==> src/rtl/refcyc_pkg.sv <==
package refcyc_pkg;
    typedef enum logic [1:0] {
        ST_WAIT_SYNC,
        ST_TRACK,
        ST_OVERRUN
    } seq_state_t;
endpackage

==> src/rtl/refcyc_xdet.sv <==
module refcyc_xdet (
    input  logic clk,
    input  logic rst_n,
    input  logic smp_valid,
    input  logic smp_sign,
    output logic rise
);
    logic prev_neg_q;

    always_ff @(posedge clk) begin
        if (!rst_n)
            prev_neg_q <= 1'b0;
        else if (smp_valid)
            prev_neg_q <= smp_sign;
    end

    assign rise = smp_valid && prev_neg_q && !smp_sign;
endmodule

==> src/rtl/refcyc_mem.sv <==
module refcyc_mem #(
    parameter int W     = 16,
    parameter int DEPTH = 200,
    parameter int AW    = 8
) (
    input  logic          clk,
    input  logic          wr_en,
    input  logic [AW-1:0] wr_addr,
    input  logic [W-1:0]  wr_data,
    input  logic [AW-1:0] rd_addr,
    output logic [W-1:0]  rd_data
);
    logic [W-1:0] store [DEPTH];

    always_ff @(posedge clk) begin
        if (wr_en && (wr_addr < AW'(DEPTH)))
            store[wr_addr] <= wr_data;
    end

    // A write to the slot being read this cycle wins over the stored word
    always_comb begin
        if (wr_en && (wr_addr == rd_addr))
            rd_data = wr_data;
        else
            rd_data = store[rd_addr];
    end
endmodule

==> src/rtl/refcyc_seq.sv <==
module refcyc_seq
    import refcyc_pkg::*;
#(
    parameter int DEPTH = 200,
    parameter int AW    = 8
) (
    input  logic          clk,
    input  logic          rst_n,
    input  logic          smp_valid,
    input  logic          rise,
    output logic [AW-1:0] rd_idx,
    output logic          accept,
    output logic          overrun
);
    localparam logic [AW-1:0] LAST = AW'(DEPTH - 1);

    seq_state_t    state_q, state_d;
    logic [AW-1:0] slot_q, slot_d;

    always_ff @(posedge clk) begin
        if (!rst_n) begin
            state_q <= ST_WAIT_SYNC;
            slot_q  <= '0;
        end else begin
            state_q <= state_d;
            slot_q  <= slot_d;
        end
    end

    always_comb begin
        state_d = state_q;
        rd_idx  = slot_q;
        accept  = 1'b0;
        if (smp_valid) begin
            if (rise) begin
                accept  = 1'b1;
                rd_idx  = '0;
                state_d = ST_TRACK;
            end else begin
                unique case (state_q)
                    ST_WAIT_SYNC: accept = 1'b0;
                    ST_TRACK: begin
                        accept = 1'b1;
                        if (slot_q == LAST) begin
                            rd_idx  = LAST;
                            state_d = ST_OVERRUN;
                        end else begin
                            rd_idx = slot_q + 1'b1;
                        end
                    end
                    ST_OVERRUN: begin
                        accept = 1'b1;
                        rd_idx = LAST;
                    end
                    default: state_d = ST_WAIT_SYNC;
                endcase
            end
        end
        slot_d  = accept ? rd_idx : slot_q;
        overrun = (state_q == ST_OVERRUN);
    end
endmodule

==> src/rtl/refcyc_dev.sv <==
module refcyc_dev #(
    parameter int SAMPLE_W = 16,
    parameter int DEPTH    = 200,
    parameter int IDX_W    = $clog2(DEPTH)
) (
    input  logic                  clk,
    input  logic                  rst_n,
    input  logic                  in_valid,
    input  logic [SAMPLE_W-1:0]   in_sample,
    input  logic                  ld_we,
    input  logic [IDX_W-1:0]      ld_addr,
    input  logic [SAMPLE_W-1:0]   ld_data,
    output logic                  out_valid,
    output logic [SAMPLE_W:0]     out_dev,
    output logic [IDX_W-1:0]      out_slot,
    output logic                  overrun
);
    localparam int DW = SAMPLE_W + 1;

    logic                rise;
    logic                accept;
    logic [IDX_W-1:0]    rd_idx;
    logic [SAMPLE_W-1:0] ref_val;
    logic [DW-1:0]       diff;

    refcyc_xdet u_xdet (
        .clk       (clk),
        .rst_n     (rst_n),
        .smp_valid (in_valid),
        .smp_sign  (in_sample[SAMPLE_W-1]),
        .rise      (rise)
    );

    refcyc_seq #(.DEPTH(DEPTH), .AW(IDX_W)) u_seq (
        .clk       (clk),
        .rst_n     (rst_n),
        .smp_valid (in_valid),
        .rise      (rise),
        .rd_idx    (rd_idx),
        .accept    (accept),
        .overrun   (overrun)
    );

    refcyc_mem #(.W(SAMPLE_W), .DEPTH(DEPTH), .AW(IDX_W)) u_mem (
        .clk     (clk),
        .wr_en   (ld_we),
        .wr_addr (ld_addr),
        .wr_data (ld_data),
        .rd_addr (rd_idx),
        .rd_data (ref_val)
    );

    assign diff = {in_sample[SAMPLE_W-1], in_sample} - {ref_val[SAMPLE_W-1], ref_val};

    always_ff @(posedge clk) begin
        if (!rst_n) begin
            out_valid <= 1'b0;
            out_dev   <= '0;
            out_slot  <= '0;
        end else begin
            out_valid <= accept;
            if (accept) begin
                out_dev  <= diff;
                out_slot <= rd_idx;
            end
        end
    end
endmodule

==> config.mk <==
export PLATFORM = sky130hd
export DESIGN_NAME = refcyc_dev
export DESIGN_NICKNAME = d
export VERILOG_FILES = /design/src/rtl/refcyc_pkg.sv /design/src/rtl/refcyc_xdet.sv /design/src/rtl/refcyc_mem.sv /design/src/rtl/refcyc_seq.sv /design/src/rtl/refcyc_dev.sv
export SDC_FILE = /design/constraint.sdc
export NUM_CORES = 2
export LEC_CHECK = 0
export BUFFER_PORTS_ARGS = -buffer_cell sky130_fd_sc_hd__buf_2
export CELL_PAD_IN_SITES_DETAIL_PLACEMENT = 1
export CELL_PAD_IN_SITES_GLOBAL_PLACEMENT = 2
export CORE_MARGIN = 4
export CORE_UTILIZATION = 51
export CTS_BUF_LIST = sky130_fd_sc_hd__clkbuf_8
export DETAILED_ROUTE_END_ITERATION = 10
export GPL_TIMING_DRIVEN = 0
export PLACE_DENSITY = 0.85
export SLEW_MARGIN = 30
export SYNTH_ARGS = -nofsm -noshare
export SYNTH_HDL_FRONTEND = slang
export SYNTH_SLANG_ARGS = --single-unit
==> constraint.sdc <==
create_clock -name clk -period 8.3 [get_ports clk]
set_clock_uncertainty 0.15 [all_clocks]
set_input_delay 0.415 -clock clk [delete_from_list [all_inputs] [get_ports clk]]
set_output_delay 0.415 -clock clk [all_outputs]
set_load 0.03 [all_outputs]
==> Word-level counts from Yosys, hierarchy flattened <==
Memories as Yosys holds them, arrays and structs flattened.
Cells that the tools add are included.
Widths: inputs -> output; s select.
{ "classes": {"addsub": 2, "n_reduce_logical": 9, "muxes": 13, "div_mod_pow": 0, "n_eq_ne": 6, "n_mul": 0, "order_cmp": 1, "shift": 0, "bitwise_logic": 0} }
{ "ops": {"columns": ["operator", "count"], "rows": [
  ["$mux 8", 3],
  ["$sub 16x16->17", 1],
  ["$mux 16", 1],
  ["$pmux 8 s2", 1],
  ["$add 8x1->8 const B", 1],
  ["$eq 8x8->1", 1],
  ["$eq 8x8->1 const B", 1],
  ["$lt 8x8->1 const B", 1],
  ["$mux 1", 5],
  ["$logic_and 1x1->1", 4],
  ["$mux 2", 2],
  ["$pmux 2 s2", 1],
  ["$reduce_or 2->1", 2],
  ["$ne 3x2->1 const B", 1],
  ["$reduce_and 3->1", 1],
  ["$eq 2x1->1 const B", 1],
  ["$eq 2x2->1 const B", 1],
  ["$logic_not 2->1", 1],
  ["$ne 2x1->1 const B", 1],
  ["$logic_not 1->1", 1]
]} }
{ "totals": {"mem_count": 1, "output_inout_bits": 27, "wordCells": 37, "ff_bits": 29, "input_bits": 44, "ramBits": 3200, "latch_bits": 0, "romBits": 0} }
{ "memory_table": {"columns": ["memory", "depth", "width", "read_ports", "rd_ports_with_merged_regs", "write_ports", "line", "text"], "rows": [
  ["u_mem.store", 200, 16, 1, 0, 1, "refcyc_mem.sv:13", "logic [W-1:0] store [DEPTH];"]
]} }

==> Logic depth before layout (Yosys ltp) <==
{ "depth": {"word_depth": 9, "mapped_depth": 32, "depth_no_buf": 23} }

==> Hierarchy <==
From an unflattened synthesis, not the netlist that was laid out.
{ "unflattened": {"hier_cells": 5856, "area_unflattened_um2": 126732.8} }
{ "modules_own_cells": {"columns": ["module", "seq_area_each_um2", "cells_per_inst", "instances", "area_each_um2"], "rows": [
  ["refcyc_mem", 96092.2, 5558, 1, 124160.3],
  ["refcyc_dev", 520.5, 196, 1, 1751.7],
  ["refcyc_seq", 200.2, 98, 1, 774.5],
  ["refcyc_xdet", 20.0, 4, 1, 46.3]
]} }

==> Worst setup path before layout <==
No wires, ideal clock.
{ "synth_path": {"path_kind": "register to register", "startpoint": "reg u_seq.slot_q[0]", "endpoint": "reg out_dev[16]", "slack_ps": 2218, "synth_period_minus_slack_ps": 6082, "t_arrival_ps": 5873, "setup_time_ps": 59, "stages_incl_launch_ff": 28, "n_path_buf": 5, "cell_sequence": "dfxtp_1 -> ha_1 -> and3b_1 -> a211oi_4 -> o21ai_1 -> buf_4 -> buf_4 -> buf_4 -> buf_2 -> clkbuf_1 -> nand2_1 -> a31oi_1 -> nand3_1 -> a311oi_1 -> a211oi_1 -> o221ai_1 -> ha_1 -> inv_1 -> fa_1 -> a21o_1 -> a21oi_1 -> o21bai_1 -> a211oi_1 -> nor3_1 -> nor3_1 -> o31ai_1 -> a2111oi_0 -> o221a_2"} }
{ "synth_between": {"elab_chain_len": 9, "word_cells_on_any_way": 11, "cone_classes": "add/sub (2); eq/ne (2); mux (5); reduce/logical (1); memory (1)"} }
{ "synth_rtl": {"columns": ["item", "line", "text"], "rows": [
  ["start, declared", "refcyc_seq.sv:18", "logic [AW-1:0] slot_q, slot_d;"],
  ["start signal, assigned", "refcyc_seq.sv:26", "slot_q <= slot_d;"],
  ["$add 8x1->8 / $eq 8x8->1 (equally long branches)", "refcyc_seq.sv:48, refcyc_seq.sv:44", null],
  ["$mux 8", "refcyc_seq.sv:44", "if (slot_q == LAST) begin"],
  ["$pmux 8 s2", "refcyc_seq.sv:40", "unique case (state_q)"],
  ["$mux 8", "refcyc_seq.sv:35", "if (rise) begin"],
  ["$mux 8 *", "refcyc_seq.sv:34", "if (smp_valid) begin"],
  ["parallel branches: the longest is 2 deep, another holds $mem_v2 200x16", null, null],
  ["$mux 16 *", "refcyc_mem.sv:22", "if (wr_en && (wr_addr == rd_addr))"],
  ["$sub 16x16->17 *", "refcyc_dev.sv:53", "assign diff = {in_sample[SAMPLE_W-1], in_sample} - {ref_val[SAMPLE_W-1], ref_val};"],
  ["end signal, assigned", "refcyc_dev.sv:63", "out_dev <= diff;"],
  ["end, declared", "refcyc_dev.sv:14", "output logic [SAMPLE_W:0] out_dev,"]
]} }
Every way passes the cells marked *.
A chain may end at the register's enable or synchronous reset.

==> Final worst setup path <==
{ "layout_path": {"startpoint": "reg u_seq.slot_q[0]", "endpoint": "reg out_dev[15]"} }
The elaborated chain is that of the path after synthesis.

==> out/summary.json <==
{
  "worst_setup_path": {
    "path_cells": "ha_1 -> and3b_1 -> a211oi_1 -> o32ai_4 -> buf_6 -> clkbuf_2 -> buf_2 -> clkbuf_4 -> a311oi_1 -> a31oi_2 -> o2111ai_1 -> a31oi_2 -> a22o_1 -> ha_1 -> nor2b_1 -> o21a_1 -> o21ai_0 -> a211oi_1 -> o31ai_1 -> o21ai_0 -> a31oi_1 -> nor4_1 -> a211o_1",
    "cp_slowest_cell": "sky130_fd_sc_hd__buf_2",
    "timing.critical_path.to_type": "flop",
    "worstPathArrival_ns": 9.08,
    "r2r.worst_path.cells": 23,
    "cp.required_ns": 9.12,
    "worstSetupStartpointType": "flop",
    "critical_path.n_buffers_inverters": 4,
    "critical-path-max-stage-delay_ns": 0.59,
    "rr_endpoint": "out_dev[15]$_SDFFE_PN0P_",
    "r2r_start": "u_seq.slot_q[0]$_SDFFE_PN0P_",
    "worst-path-max-fanout": 10,
    "worst-setup-path-type": "reg -> reg",
    "worst_path_dominant_cell_family": "compound AO/OA/AOI/OAI gates",
    "reg2reg_setup_slack_ns": 0.04
  },
  "grt": {
    "grt_use_total_pct": 37.0,
    "grt-ovfl-total": 0,
    "grt_pass1_vias": 79500,
    "grt_antenna_before_repair": 34,
    "grt_max_degree": 121,
    "global_route_wire_length_before_repair_um": 650000
  },
  "synth": {
    "yosys.cell_types.count": 87,
    "post_synth_instance_area_um2": 127000,
    "dominantRegCellSynth": "sky130_fd_sc_hd__edfxtp_1",
    "synth-edff-count": 3200,
    "syn-num-nets": 7039,
    "synth-async-reset-ratio_pct": 0,
    "synthesis.instances": 6974,
    "yosys_register_bits": 3229,
    "seq_area_frac_synth_pct": 76.3,
    "synth.avg_cell_area_um2": 18.2,
    "yosysWarningCount": 0
  },
  "power": {
    "switchingPower_w": 0.00769,
    "part_of_the_total_power_dissipated_in_sequential_elements_pct": 55.2,
    "power_leakage_nw": 49.7,
    "combinationalPowerShare_pct": 4.8,
    "irDropWorstVdd_uv": 177,
    "post-layout-total-power_w": 0.0325,
    "power_frac_clock_pct": 39.9,
    "internal_power_component_w": 0.0248,
    "p_per_area_nw_per_um2": 220,
    "p_sw_share_pct": 23.6
  },
  "clock_network": {
    "max-clock-path-buffers": 4,
    "tritoncts_num_sinks": 3229,
    "clock_tree.htree_level_count": 6,
    "cts_inserted_buffers": 543,
    "clk_latency_ns": 1.14,
    "cts_root_buf": "sky130_fd_sc_hd__clkbuf_8",
    "clock_tree_from_tritoncts": "built",
    "cts.clk_slew.worst_paths_ns": 0.06
  },
  "detailed_routing": {
    "wl_per_cell_um": 41.5,
    "drc_errors_left": 0,
    "postRouteAntennaNets": 0,
    "route.vias.total": 78700,
    "routed_via_density": 6.84,
    "detailedRoute.firstIterationViolations": 13300,
    "wl_um": 477000,
    "detailedRoute.firstPassIterationCount": 6
  },
  "die": {
    "fp.dieW_um": 506,
    "initial_core_util_pct": 51.4,
    "design.portCount": 71,
    "placeableCoreArea_um2": 247000,
    "core.rowCount": 182,
    "die_area_um2": 256000,
    "die_h_um": 506
  },
  "placement": {
    "port-buffer-count": 65,
    "post-place-cells": 10500,
    "dp.final_hpwl_um": 321000,
    "gpl.final_weighted_congestion": 1.01
  },
  "run_status": {
    "status": "finished, final reports clean"
  },
  "sta": {
    "worstMarginPinSlew_ns": 1.15,
    "post-route-min-period_ns": 8.26,
    "slew_headroom_pct": 23.1,
    "max_clock_freq_ghz": 0.121,
    "post-route-period-util_pct": 99.5,
    "timing_max_transition_violations_final": 0,
    "setup_violations": 0,
    "final_hold_viol_count": 0,
    "rsz0062_at_grt": "false"
  },
  "run": {
    "maxCapViolations": 0
  },
  "finish": {
    "final_cells": 11500,
    "drive_above_1_share_pct": 23.8,
    "fillers": 21500,
    "syn2layout_area_growth_pct": 16.6,
    "fin_nets": 7870
  },
  "hold_path": {
    "hold_path_startpoint": "ld_data[2]",
    "min_delay_path_depth": 2,
    "capture_endpoint_of_the_worst_hold_path": "u_mem.store[119][2]$_DFFE_PP_",
    "holdCritPathClass": "in -> reg"
  }
}
[Yosys cell counts (5+ instances only)]
cell,instances,area (um2)
sky130_fd_sc_hd__a2111oi_0,7,61.3
sky130_fd_sc_hd__a211oi_1,29,218
sky130_fd_sc_hd__a21oi_1,113,566
sky130_fd_sc_hd__a22o_1,29,254
sky130_fd_sc_hd__a22oi_1,177,1330
sky130_fd_sc_hd__a311oi_1,19,166
sky130_fd_sc_hd__a31oi_1,81,507
sky130_fd_sc_hd__a32oi_1,75,657
sky130_fd_sc_hd__and2_1,5,31.3
sky130_fd_sc_hd__and3_1,9,56.3
sky130_fd_sc_hd__buf_1,27,101
sky130_fd_sc_hd__buf_12,18,360
sky130_fd_sc_hd__buf_2,102,510
sky130_fd_sc_hd__buf_4,32,240
sky130_fd_sc_hd__buf_6,44,495
sky130_fd_sc_hd__buf_8,8,120
sky130_fd_sc_hd__clkbuf_1,193,724
sky130_fd_sc_hd__dfxtp_1,29,581
sky130_fd_sc_hd__edfxtp_1,3200,96100
sky130_fd_sc_hd__ha_1,20,250
sky130_fd_sc_hd__inv_1,11,41.3
sky130_fd_sc_hd__mux2i_1,437,4370
sky130_fd_sc_hd__mux4_2,450,10100
sky130_fd_sc_hd__nand2_1,873,3280
sky130_fd_sc_hd__nand2b_1,8,50.1
sky130_fd_sc_hd__nand3_1,376,1880
sky130_fd_sc_hd__nand3b_1,6,45.0
sky130_fd_sc_hd__nand4_1,52,325
sky130_fd_sc_hd__nor2_1,268,1010
sky130_fd_sc_hd__nor2b_1,10,62.6
sky130_fd_sc_hd__nor3_1,34,170
sky130_fd_sc_hd__nor4_1,10,62.6
sky130_fd_sc_hd__nor4b_1,8,70.1
sky130_fd_sc_hd__o2111ai_1,5,43.8
sky130_fd_sc_hd__o211a_1,7,70.1
sky130_fd_sc_hd__o211ai_1,7,52.6
sky130_fd_sc_hd__o21a_1,5,37.5
sky130_fd_sc_hd__o21ai_0,22,110
sky130_fd_sc_hd__o221a_1,11,124
sky130_fd_sc_hd__o32a_1,11,110
sky130_fd_sc_hd__o32ai_1,34,298
sky130_fd_sc_hd__or4_1,14,105
sky130_fd_sc_hd__xnor2_1,15,131
[worst reg2reg max path, delay by kind of cell, from the launching register on]
family,cells,cell delay [ns]
and+or+nand+nor,3,0.51
AOI/OAI and AO/OA,14,4.28
adders and majority gates,2,0.66
DFF,1,0.54
buffers and inverters,4,1.98
[sequential cells by signal, summed over array words and instances, names as in the netlist]
name	cells
u_xdet.prev_neg_q	1
out_valid	1
u_seq.slot_q	8
u_mem.store	3200
u_seq.state_q	2
out_dev	17
[through the flow]
step	worst slack, ns	TNS (ns)	hold slack (ns)	util [%]	area, um2
after CTS	0.00604	0	0.00196	59.8	147000
final	0.0438	0	0.0720	59.9	148000
after detailed placement	-1.62	-9.89	0.301	55.7	137000
after floorplan	2.22	0	0.304	-	127000
after global routing	0.0000391	0	0.0360	59.9	148000
after global placement	-1.87	-14.54	0.291	53.2	131000
[layer usage]
layer	up-vias	share of wire, %	GRT usage (%)
li1	29800	-	-
met1	40600	34	46.2
met2	6659	45	55.2
met3	1609	13	12.3
met4	24	8.2	24.9
met5	-	0.090	0.167
[worst max-delay path by stage]
stage	from	slack [ns]	cells past startpoint	to
2_1_floorplan	u_seq.slot_q[0]$_SDFFE_PN0P_	2.22	27	out_dev[16]$_SDFFE_PN0P_
3_3_place_gp	in_sample[15]	-1.87	23	out_dev[16]$_SDFFE_PN0P_
3_5_place_dp	u_seq.state_q[0]$_SDFFE_PN0P_	-1.62	29	out_dev[16]$_SDFFE_PN0P_
4_1_cts	u_seq.state_q[1]$_SDFFE_PN0P_	0.006	24	out_dev[16]$_SDFFE_PN0P_
5_1_grt	u_seq.state_q[1]$_SDFFE_PN0P_	0.00004	29	out_dev[16]$_SDFFE_PN0P_
6_report	u_seq.slot_q[0]$_SDFFE_PN0P_	0.04	23	out_dev[15]$_SDFFE_PN0P_
[kinds of logic (layout without fill, tap and decap cells)]
| family | after synthesis | count (layout) | synth area share [%] |
|---|---|---|---|
| simple gates | 1696 | 1696 | 5.81 |
| buf+inv | 436 | 1622 | 2.05 |
| other cells | 0 | 24 | 0 |
| flops | 3229 | 3229 | 76.3 |
| fa+ha+maj | 21 | 21 | 0.213 |
| xor+xnor | 18 | 18 | 0.124 |
| compound gates | 684 | 684 | 4.03 |
| mux | 890 | 890 | 11.5 |
[final cells by class]
| class | count | area, um2 | area share [%] |
|---|---|---|---|
| timing repair buffer | 293 | 5240 | 3.55 |
| multi-input combinational | 3309 | 29300 | 19.8 |
| buffer | 417 | 2950 | 2.00 |
| inverter | 12 | 45.0 | 0.0305 |
| antenna | 24 | 60.1 | 0.0406 |
| sequential | 3229 | 96700 | 65.4 |
| clock buffer | 561 | 7720 | 5.23 |
| clock inverter | 339 | 1650 | 1.12 |
| tap | 3312 | 4140 | 2.80 |
[cells in the final DEF (no fill, tap or decap), types with 75 or more instances in the layout]
cell type and count:
sky130_fd_sc_hd__edfxtp_1 3200, sky130_fd_sc_hd__mux4_2 450, sky130_fd_sc_hd__nand2_1 870, sky130_fd_sc_hd__clkinv_1 105
sky130_fd_sc_hd__clkbuf_8 562, sky130_fd_sc_hd__inv_1 162, sky130_fd_sc_hd__nand3_1 372, sky130_fd_sc_hd__a32oi_1 75
sky130_fd_sc_hd__a31oi_1 77, sky130_fd_sc_hd__a22oi_1 174, sky130_fd_sc_hd__clkbuf_1 80, sky130_fd_sc_hd__buf_6 80
sky130_fd_sc_hd__nor2_4 185, sky130_fd_sc_hd__buf_2 128, sky130_fd_sc_hd__buf_16 135, sky130_fd_sc_hd__a21oi_1 112
sky130_fd_sc_hd__mux2i_1 437, sky130_fd_sc_hd__clkbuf_2 97
[what timing repair did]
action,in CTS,in global routing
hold endpoints to repair,2607,0
hold buffers,47,0
gates resized for setup,94,99
setup endpoints to repair,13,10
buffers inserted,3,2
pin swaps,7,10
[power by group through the flow]
| stage | Clock (W) | Sequential, W | Combinational, W |
|---|---|---|---|
| after floorplan | 0 | 0.0183 | 0.000594 |
| after global placement | 0 | 0.0184 | 0.00132 |
| after detailed placement | 0 | 0.0183 | 0.00147 |
| after CTS | 0.0130 | 0.0180 | 0.00151 |
| after global routing | 0.0138 | 0.0180 | 0.00159 |
| final | 0.0130 | 0.0180 | 0.00158 |
(Power assumes the default switching activity.)
